### src/rtl/vseg_pkg.sv
package vseg_pkg;

    localparam int VA_W     = 32;
    localparam int PAGE_SH  = 12;
    localparam int PAIR_SH  = PAGE_SH + 1;
    localparam int CTX_PAD  = 4;
    localparam int EXC_W    = 3;

    localparam logic [VA_W-1:0] K0_BASE = 32'h8000_0000;
    localparam logic [VA_W-1:0] K1_BASE = 32'hA000_0000;

    typedef enum logic [EXC_W-1:0] {
        EXC_NONE = 3'd0,
        EXC_ADEL = 3'd1,
        EXC_ADES = 3'd2,
        EXC_TLBL = 3'd3,
        EXC_TLBS = 3'd4,
        EXC_MOD  = 3'd5
    } exc_e;

    typedef enum logic [2:0] {
        SEG_USER = 3'd0,
        SEG_K0   = 3'd1,
        SEG_K1   = 3'd2,
        SEG_K2   = 3'd3,
        SEG_K3   = 3'd4
    } seg_e;

    typedef struct packed {
        logic [VA_W-1:0] pa;
        logic            rd;
        logic            wr;
    } xlate_t;

    typedef struct packed {
        logic hit;
        logic valid;
        logic dirty;
    } tlb_res_t;

    function automatic seg_e seg_of(input logic [VA_W-1:0] va);
        seg_e s;
        case (va[VA_W-1 -: 3])
            3'd4:    s = SEG_K0;
            3'd5:    s = SEG_K1;
            3'd6:    s = SEG_K2;
            3'd7:    s = SEG_K3;
            default: s = SEG_USER;
        endcase
        return s;
    endfunction

    function automatic exc_e pick_exc(input logic store,
                                      input exc_e on_load,
                                      input exc_e on_store);
        return store ? on_store : on_load;
    endfunction

endpackage

### src/rtl/vseg_decode.sv
module vseg_decode
    import vseg_pkg::*;
(
    input  logic [VA_W-1:0] va,
    input  logic            user_mode,
    input  logic            err_level,
    output seg_e            seg,
    output logic            adr_err,
    output logic            need_tlb,
    output xlate_t          fixed
);
    always_comb begin
        seg      = seg_of(va);
        adr_err  = user_mode && (seg != SEG_USER);
        need_tlb = 1'b0;
        fixed    = '0;
        if (!adr_err) begin
            case (seg)
                SEG_USER: begin
                    if (err_level) begin
                        fixed.pa = va;
                        fixed.rd = 1'b1;
                        fixed.wr = 1'b1;
                    end else begin
                        need_tlb = 1'b1;
                    end
                end
                SEG_K0: begin
                    fixed.pa = va - K0_BASE;
                    fixed.rd = 1'b1;
                    fixed.wr = 1'b1;
                end
                SEG_K1: begin
                    fixed.pa = va - K1_BASE;
                    fixed.rd = 1'b1;
                    fixed.wr = 1'b1;
                end
                default: need_tlb = 1'b1;
            endcase
        end
    end
endmodule

### src/rtl/vseg_fault_class.sv
module vseg_fault_class
    import vseg_pkg::*;
(
    input  logic            adr_err,
    input  logic            need_tlb,
    input  logic            is_store,
    input  tlb_res_t        tres,
    input  logic [VA_W-1:0] tlb_pa,
    input  xlate_t          fixed,
    output xlate_t          xl,
    output logic            fault,
    output exc_e            exc,
    output logic            refill
);
    always_comb begin
        xl     = '0;
        fault  = 1'b0;
        exc    = EXC_NONE;
        refill = 1'b0;
        if (adr_err) begin
            fault = 1'b1;
            exc   = pick_exc(is_store, EXC_ADEL, EXC_ADES);
        end else if (need_tlb) begin
            if (!tres.hit) begin
                fault  = 1'b1;
                refill = 1'b1;
                exc    = pick_exc(is_store, EXC_TLBL, EXC_TLBS);
            end else if (!tres.valid) begin
                fault  = 1'b1;
                exc    = pick_exc(is_store, EXC_TLBL, EXC_TLBS);
            end else if (is_store && !tres.dirty) begin
                fault  = 1'b1;
                exc    = EXC_MOD;
            end else begin
                xl.pa  = tlb_pa;
                xl.rd  = 1'b1;
                xl.wr  = tres.dirty;
            end
        end else begin
            xl = fixed;
        end
    end
endmodule

### src/rtl/vseg_capture.sv
module vseg_capture
    import vseg_pkg::*;
#(
    parameter int ASID_W    = 8,
    parameter int PTEBASE_W = 9
) (
    input  logic                 clk,
    input  logic                 rst,
    input  logic                 fire,
    input  logic [VA_W-1:0]      va,
    input  logic [ASID_W-1:0]    asid,
    input  logic [PTEBASE_W-1:0] ptebase,
    output logic [VA_W-1:0]      badva,
    output logic [VA_W-1:0]      context_w,
    output logic [VA_W-1:0]      entryhi
);
    localparam int EHI_PAD = PAGE_SH - ASID_W;

    logic [VA_W-1:0] ctx_next;
    logic [VA_W-1:0] ehi_next;

    always_comb begin
        ctx_next = {ptebase, va[VA_W-1:PAIR_SH], {CTX_PAD{1'b0}}};
        ehi_next = {va[VA_W-1:PAGE_SH], {EHI_PAD{1'b0}}, asid};
    end

    always_ff @(posedge clk) begin
        if (rst) begin
            badva     <= '0;
            context_w <= '0;
            entryhi   <= '0;
        end else if (fire) begin
            badva     <= va;
            context_w <= ctx_next;
            entryhi   <= ehi_next;
        end
    end
endmodule

### src/rtl/vseg_xlate_unit.sv
module vseg_xlate_unit
    import vseg_pkg::*;
#(
    parameter int ASID_W    = 8,
    parameter int PTEBASE_W = 9
) (
    input  logic                 clk,
    input  logic                 rst,
    input  logic [31:0]          va_i,
    input  logic                 is_store_i,
    input  logic                 user_mode_i,
    input  logic                 err_level_i,
    input  logic                 tlb_hit_i,
    input  logic                 tlb_valid_i,
    input  logic                 tlb_dirty_i,
    input  logic [31:0]          tlb_pa_i,
    input  logic                 cap_en_i,
    input  logic [ASID_W-1:0]    asid_i,
    input  logic [PTEBASE_W-1:0] ptebase_i,
    output logic                 tlb_req_o,
    output logic [31:0]          pa_o,
    output logic                 perm_rd_o,
    output logic                 perm_wr_o,
    output logic                 fault_o,
    output logic [2:0]           exc_o,
    output logic                 refill_o,
    output logic [31:0]          badva_o,
    output logic [31:0]          context_o,
    output logic [31:0]          entryhi_o
);
    seg_e     seg;
    logic     adr_err;
    logic     need_tlb;
    xlate_t   fixed;
    xlate_t   xl;
    exc_e     exc;
    logic     fault;
    logic     refill;
    tlb_res_t tres;

    assign tres = '{hit: tlb_hit_i, valid: tlb_valid_i, dirty: tlb_dirty_i};

    vseg_decode u_dec (
        .va        (va_i),
        .user_mode (user_mode_i),
        .err_level (err_level_i),
        .seg       (seg),
        .adr_err   (adr_err),
        .need_tlb  (need_tlb),
        .fixed     (fixed)
    );

    vseg_fault_class u_cls (
        .adr_err  (adr_err),
        .need_tlb (need_tlb),
        .is_store (is_store_i),
        .tres     (tres),
        .tlb_pa   (tlb_pa_i),
        .fixed    (fixed),
        .xl       (xl),
        .fault    (fault),
        .exc      (exc),
        .refill   (refill)
    );

    vseg_capture #(
        .ASID_W    (ASID_W),
        .PTEBASE_W (PTEBASE_W)
    ) u_cap (
        .clk       (clk),
        .rst       (rst),
        .fire      (fault && cap_en_i),
        .va        (va_i),
        .asid      (asid_i),
        .ptebase   (ptebase_i),
        .badva     (badva_o),
        .context_w (context_o),
        .entryhi   (entryhi_o)
    );

    assign tlb_req_o = need_tlb;
    assign pa_o      = xl.pa;
    assign perm_rd_o = xl.rd;
    assign perm_wr_o = xl.wr;
    assign fault_o   = fault;
    assign exc_o     = exc;
    assign refill_o  = refill;
endmodule

### config.mk
export PLATFORM = sky130hd
export DESIGN_NAME = vseg_xlate_unit
export DESIGN_NICKNAME = d
export VERILOG_FILES = /design/src/rtl/vseg_pkg.sv /design/src/rtl/vseg_decode.sv /design/src/rtl/vseg_fault_class.sv /design/src/rtl/vseg_capture.sv /design/src/rtl/vseg_xlate_unit.sv
export SDC_FILE = /design/constraint.sdc
export NUM_CORES = 1
export LEC_CHECK = 0
export CORE_MARGIN = 4
export CORE_UTILIZATION = 35
export CTS_CLUSTER_DIAMETER = 40
export CTS_CLUSTER_SIZE = 24
export DETAILED_ROUTE_END_ITERATION = 16
export PLACE_DENSITY = 0.82
export SKIP_CTS_REPAIR_TIMING = 1
export SLEW_MARGIN = 20
export SYNTH_ARGS = -nofsm -noshare
export SYNTH_HDL_FRONTEND = slang
export SYNTH_HIERARCHICAL = 1
export SYNTH_SLANG_ARGS = --single-unit
### constraint.sdc
create_clock -name clk -period 3.8 [get_ports clk]
set_clock_uncertainty 0.05 [all_clocks]
set_input_delay 0.38 -clock clk [delete_from_list [all_inputs] [get_ports clk]]
set_output_delay 0.38 -clock clk [all_outputs]
set_load 0.02 [all_outputs]
==> flow_summary.ini <==
[setup_path]
timing.reg2reg.setup_slack_ps = 3030
critical_path.reg2reg.endpoint = u_cap/context_w[22]$_SDFFE_PP0P_
end_kind = output pin
worst_ep_required_time_ps = 3370
crit_path_class = input pin to output pin
peak_per_stage_delay_on_the_critical_path_ps = 600
worst_setup_path_startpoint = va_i[30]
worst_r2r_path_depth = 2
worst-endpoint-arrival_ps = 3220
critPathLaunchType = input pin
timing.critical_path.fanout_max = 4
crit_slowest_cell = sky130_fd_sc_hd__clkdlybuf4s50_1
crit_chain = clkdlybuf4s50_1 > buf_4 > ha_1 > or3_1 > o21a_1 > and2_1 > nand2b_4 > buf_4 > nor3b_1 > a21o_1 > clkdlybuf4s50_1
worstSetupEndpoint = exc_o[1]
timing.rr.start = u_cap/context_w[22]$_SDFFE_PP0P_

[final_layout]
synthesis_to_finish_area_growth_pct = 70.87
final.fill_count = 700
finish.net_count = 603
final-instance-count-excl-fill = 614
fin_area_sq_mm = 0.005219
drive_above_1_share_pct = 6.876
final_util_pct = 62.57
antenna-diode-count = 0

[drt]
vias = 3001
drc = 0
detailedRoute.firstPassIterationCount = 4
drt_iter0_drc = 71
detail-route-antenna-nets = 0
wirelength_microns = 10000
post_detailed_route_wirelength_per_cell_microns = 16.29
avgViaCountPerCell = 4.888

[power_and_ir_drop]
internal_power_mw = 1.006
p_leak_nw = 2.521
power_density_mw_per_mm2 = 291.2
sw_frac_of_total_pct = 33.82
worst_ir_drop_vdd_v = 0.0002119
switching_power_mw = 0.5141
power.clock.fraction_pct = 22.1
share_seq_of_total_power_pct = 37.3
comb_power_share_pct = 40.6

[global_route]
grt_start_max_net_pins = 50
antenna_violations_before_repair = 0
grt_overflow = 0
globalRouteTotalUtil_pct = 18.22
grt_pass1_wl_microns = 14910
grt_pass1_vias = 2946

[floorplan]
floorplan.die.height_microns = 101.4
placement_rows = 33
die_width_microns = 101.4
design.die.area_sq_mm = 0.01029
start_util_pct = 36.62
placeableCoreArea_sq_mm = 0.008341
num_io_pins = 226

[timing]
min_period_ps = 3655
setup_slack_ps = 145.5
fmaxAchievable_mhz = 273.6
slew-limit-headroom_pct = 40.92
finalHoldViolations = 0
maxSlewViolCount = 0
tightestPinTransition_ps = 886.1
final-setup-viol-count = 0
setup_repair_after_global_routing_missed_its_margin = false
post_route_setup_tns_ps = 0
layout_worst_path_cycle_share_pct = 96.17

[place]
dp_slack_ps = -64.73
gp_congestion = 0.7987
io_buffer_count = 217
dpl_cell_area_sq_mm = 0.005022
place_hpwl_microns = 7812
dpl.cell_count = 606

[synthesis]
post_synth.cell_area_avg_sq_um = 9.227
synth_area_sq_mm = 0.003054
syn-instance-count = 331
ys.warnings.count = 6

[flow_run]
max-cap-violations = 0

[clock_network]
cts.reportedPaths.clkPinSlew_ps = 100
clock_tree.buffer_depth = 2
tritoncts.num_buffers = 5
clkLatencyLatePin_ps = 300
root_buffer = sky130_fd_sc_hd__clkbuf_8
clock_tree_from_tritoncts = done
clock_sink_count = 49
htreeDepth = 2

[run_status]
status = finished, final reports clean

[worst_hold_path]
hp-class = flip-flop to flip-flop
[power by group through the flow]
stage | Clock [mW] | Sequential (mW) | Combinational, mW
detailed placement | 0 | 0.579 | 0.625
global route | 0.375 | 0.572 | 0.655
global placement | 0 | 0.577 | 0.616
finish | 0.336 | 0.567 | 0.617
floorplan | 0 | 0.614 | 0.311
CTS | 0.356 | 0.568 | 0.627
[final cells by class]
type	instances	area, sq um	area share (%)
Multi-Input combinational cell	213	1554	29.78
Sequential cell	49	980.9	18.80
Timing Repair Buffer	234	2431	46.58
Tap cell	105	131.4	2.517
Clock inverter	3	33.78	0.6473
Inverter	5	18.77	0.3596
Clock buffer	5	68.82	1.319
[worst min-delay path by stage]
stage	start	to	slack, ps	depth (start not counted)
after floorplan	va_i[21]	u_cap/badva[21]$_SDFFE_PP0P_	480	2
after global placement	u_cap/badva[6]$_SDFFE_PP0P_	u_cap/badva[6]$_SDFFE_PP0P_	420	2
after detailed placement	u_cap/context_w[27]$_SDFFE_PP0P_	u_cap/context_w[27]$_SDFFE_PP0P_	430	2
after CTS	u_cap/badva[7]$_SDFFE_PP0P_	u_cap/badva[7]$_SDFFE_PP0P_	460	2
after global routing	u_cap/entryhi[6]$_SDFFE_PP0P_	u_cap/entryhi[6]$_SDFFE_PP0P_	490	2
final	u_cap/badva[7]$_SDFFE_PP0P_	u_cap/badva[7]$_SDFFE_PP0P_	450	2
[cell usage in the layout, fill, tap and decap left out, drive strengths merged, types with 3 or more instances in the layout]
cell / count
a21o: 4
a21oi: 5
a22o: 32
buf: 18
clkbuf: 5
clkdlybuf4s50: 183
clkinv: 3
conb: 8
dfxtp: 49
dlymetal6s2s: 33
ha: 5
inv: 5
mux2i: 50
nand2b: 3
nand3: 3
nor2: 51
nor2b: 29
[state kept, by name, indices dropped and copies added, names as in the netlist]
| signal | cells |
|---|---|
| u_cap/entryhi | 8 |
| u_cap/context_w | 10 |
| u_cap/badva | 31 |
[worst max-delay path, delay by kind of cell]
| family | cells | cell delay (ps) |
|---|---|---|
| buf+inv | 4 | 1400 |
| simple gates | 4 | 940 |
| compound gates | 2 | 320 |
| fa+ha+maj | 1 | 190 |
[per-layer routing]
| metal | vias up | global-route usage (%) | part of all wire [%] |
|---|---|---|---|
| met2 | 151 | 34.51 | 52 |
| li1 | 1432 | - | - |
| met4 | 0 | 5.521 | 2.1 |
| met3 | 14 | 5.579 | 9.6 |
| met1 | 1404 | 19.13 | 36 |
| met5 | - | 0 | 0 |
[stage by stage]
stage          total power, mW  hold WS (ps)
6_report                 1.520         453.9
5_1_grt                  1.603         493.0
4_1_cts                  1.551         456.7
3_5_place_dp             1.204         434.7
3_3_place_gp             1.193         420.9
2_1_floorplan           0.9247         477.2
Note: power is estimated with default switching activity, not from simulation.
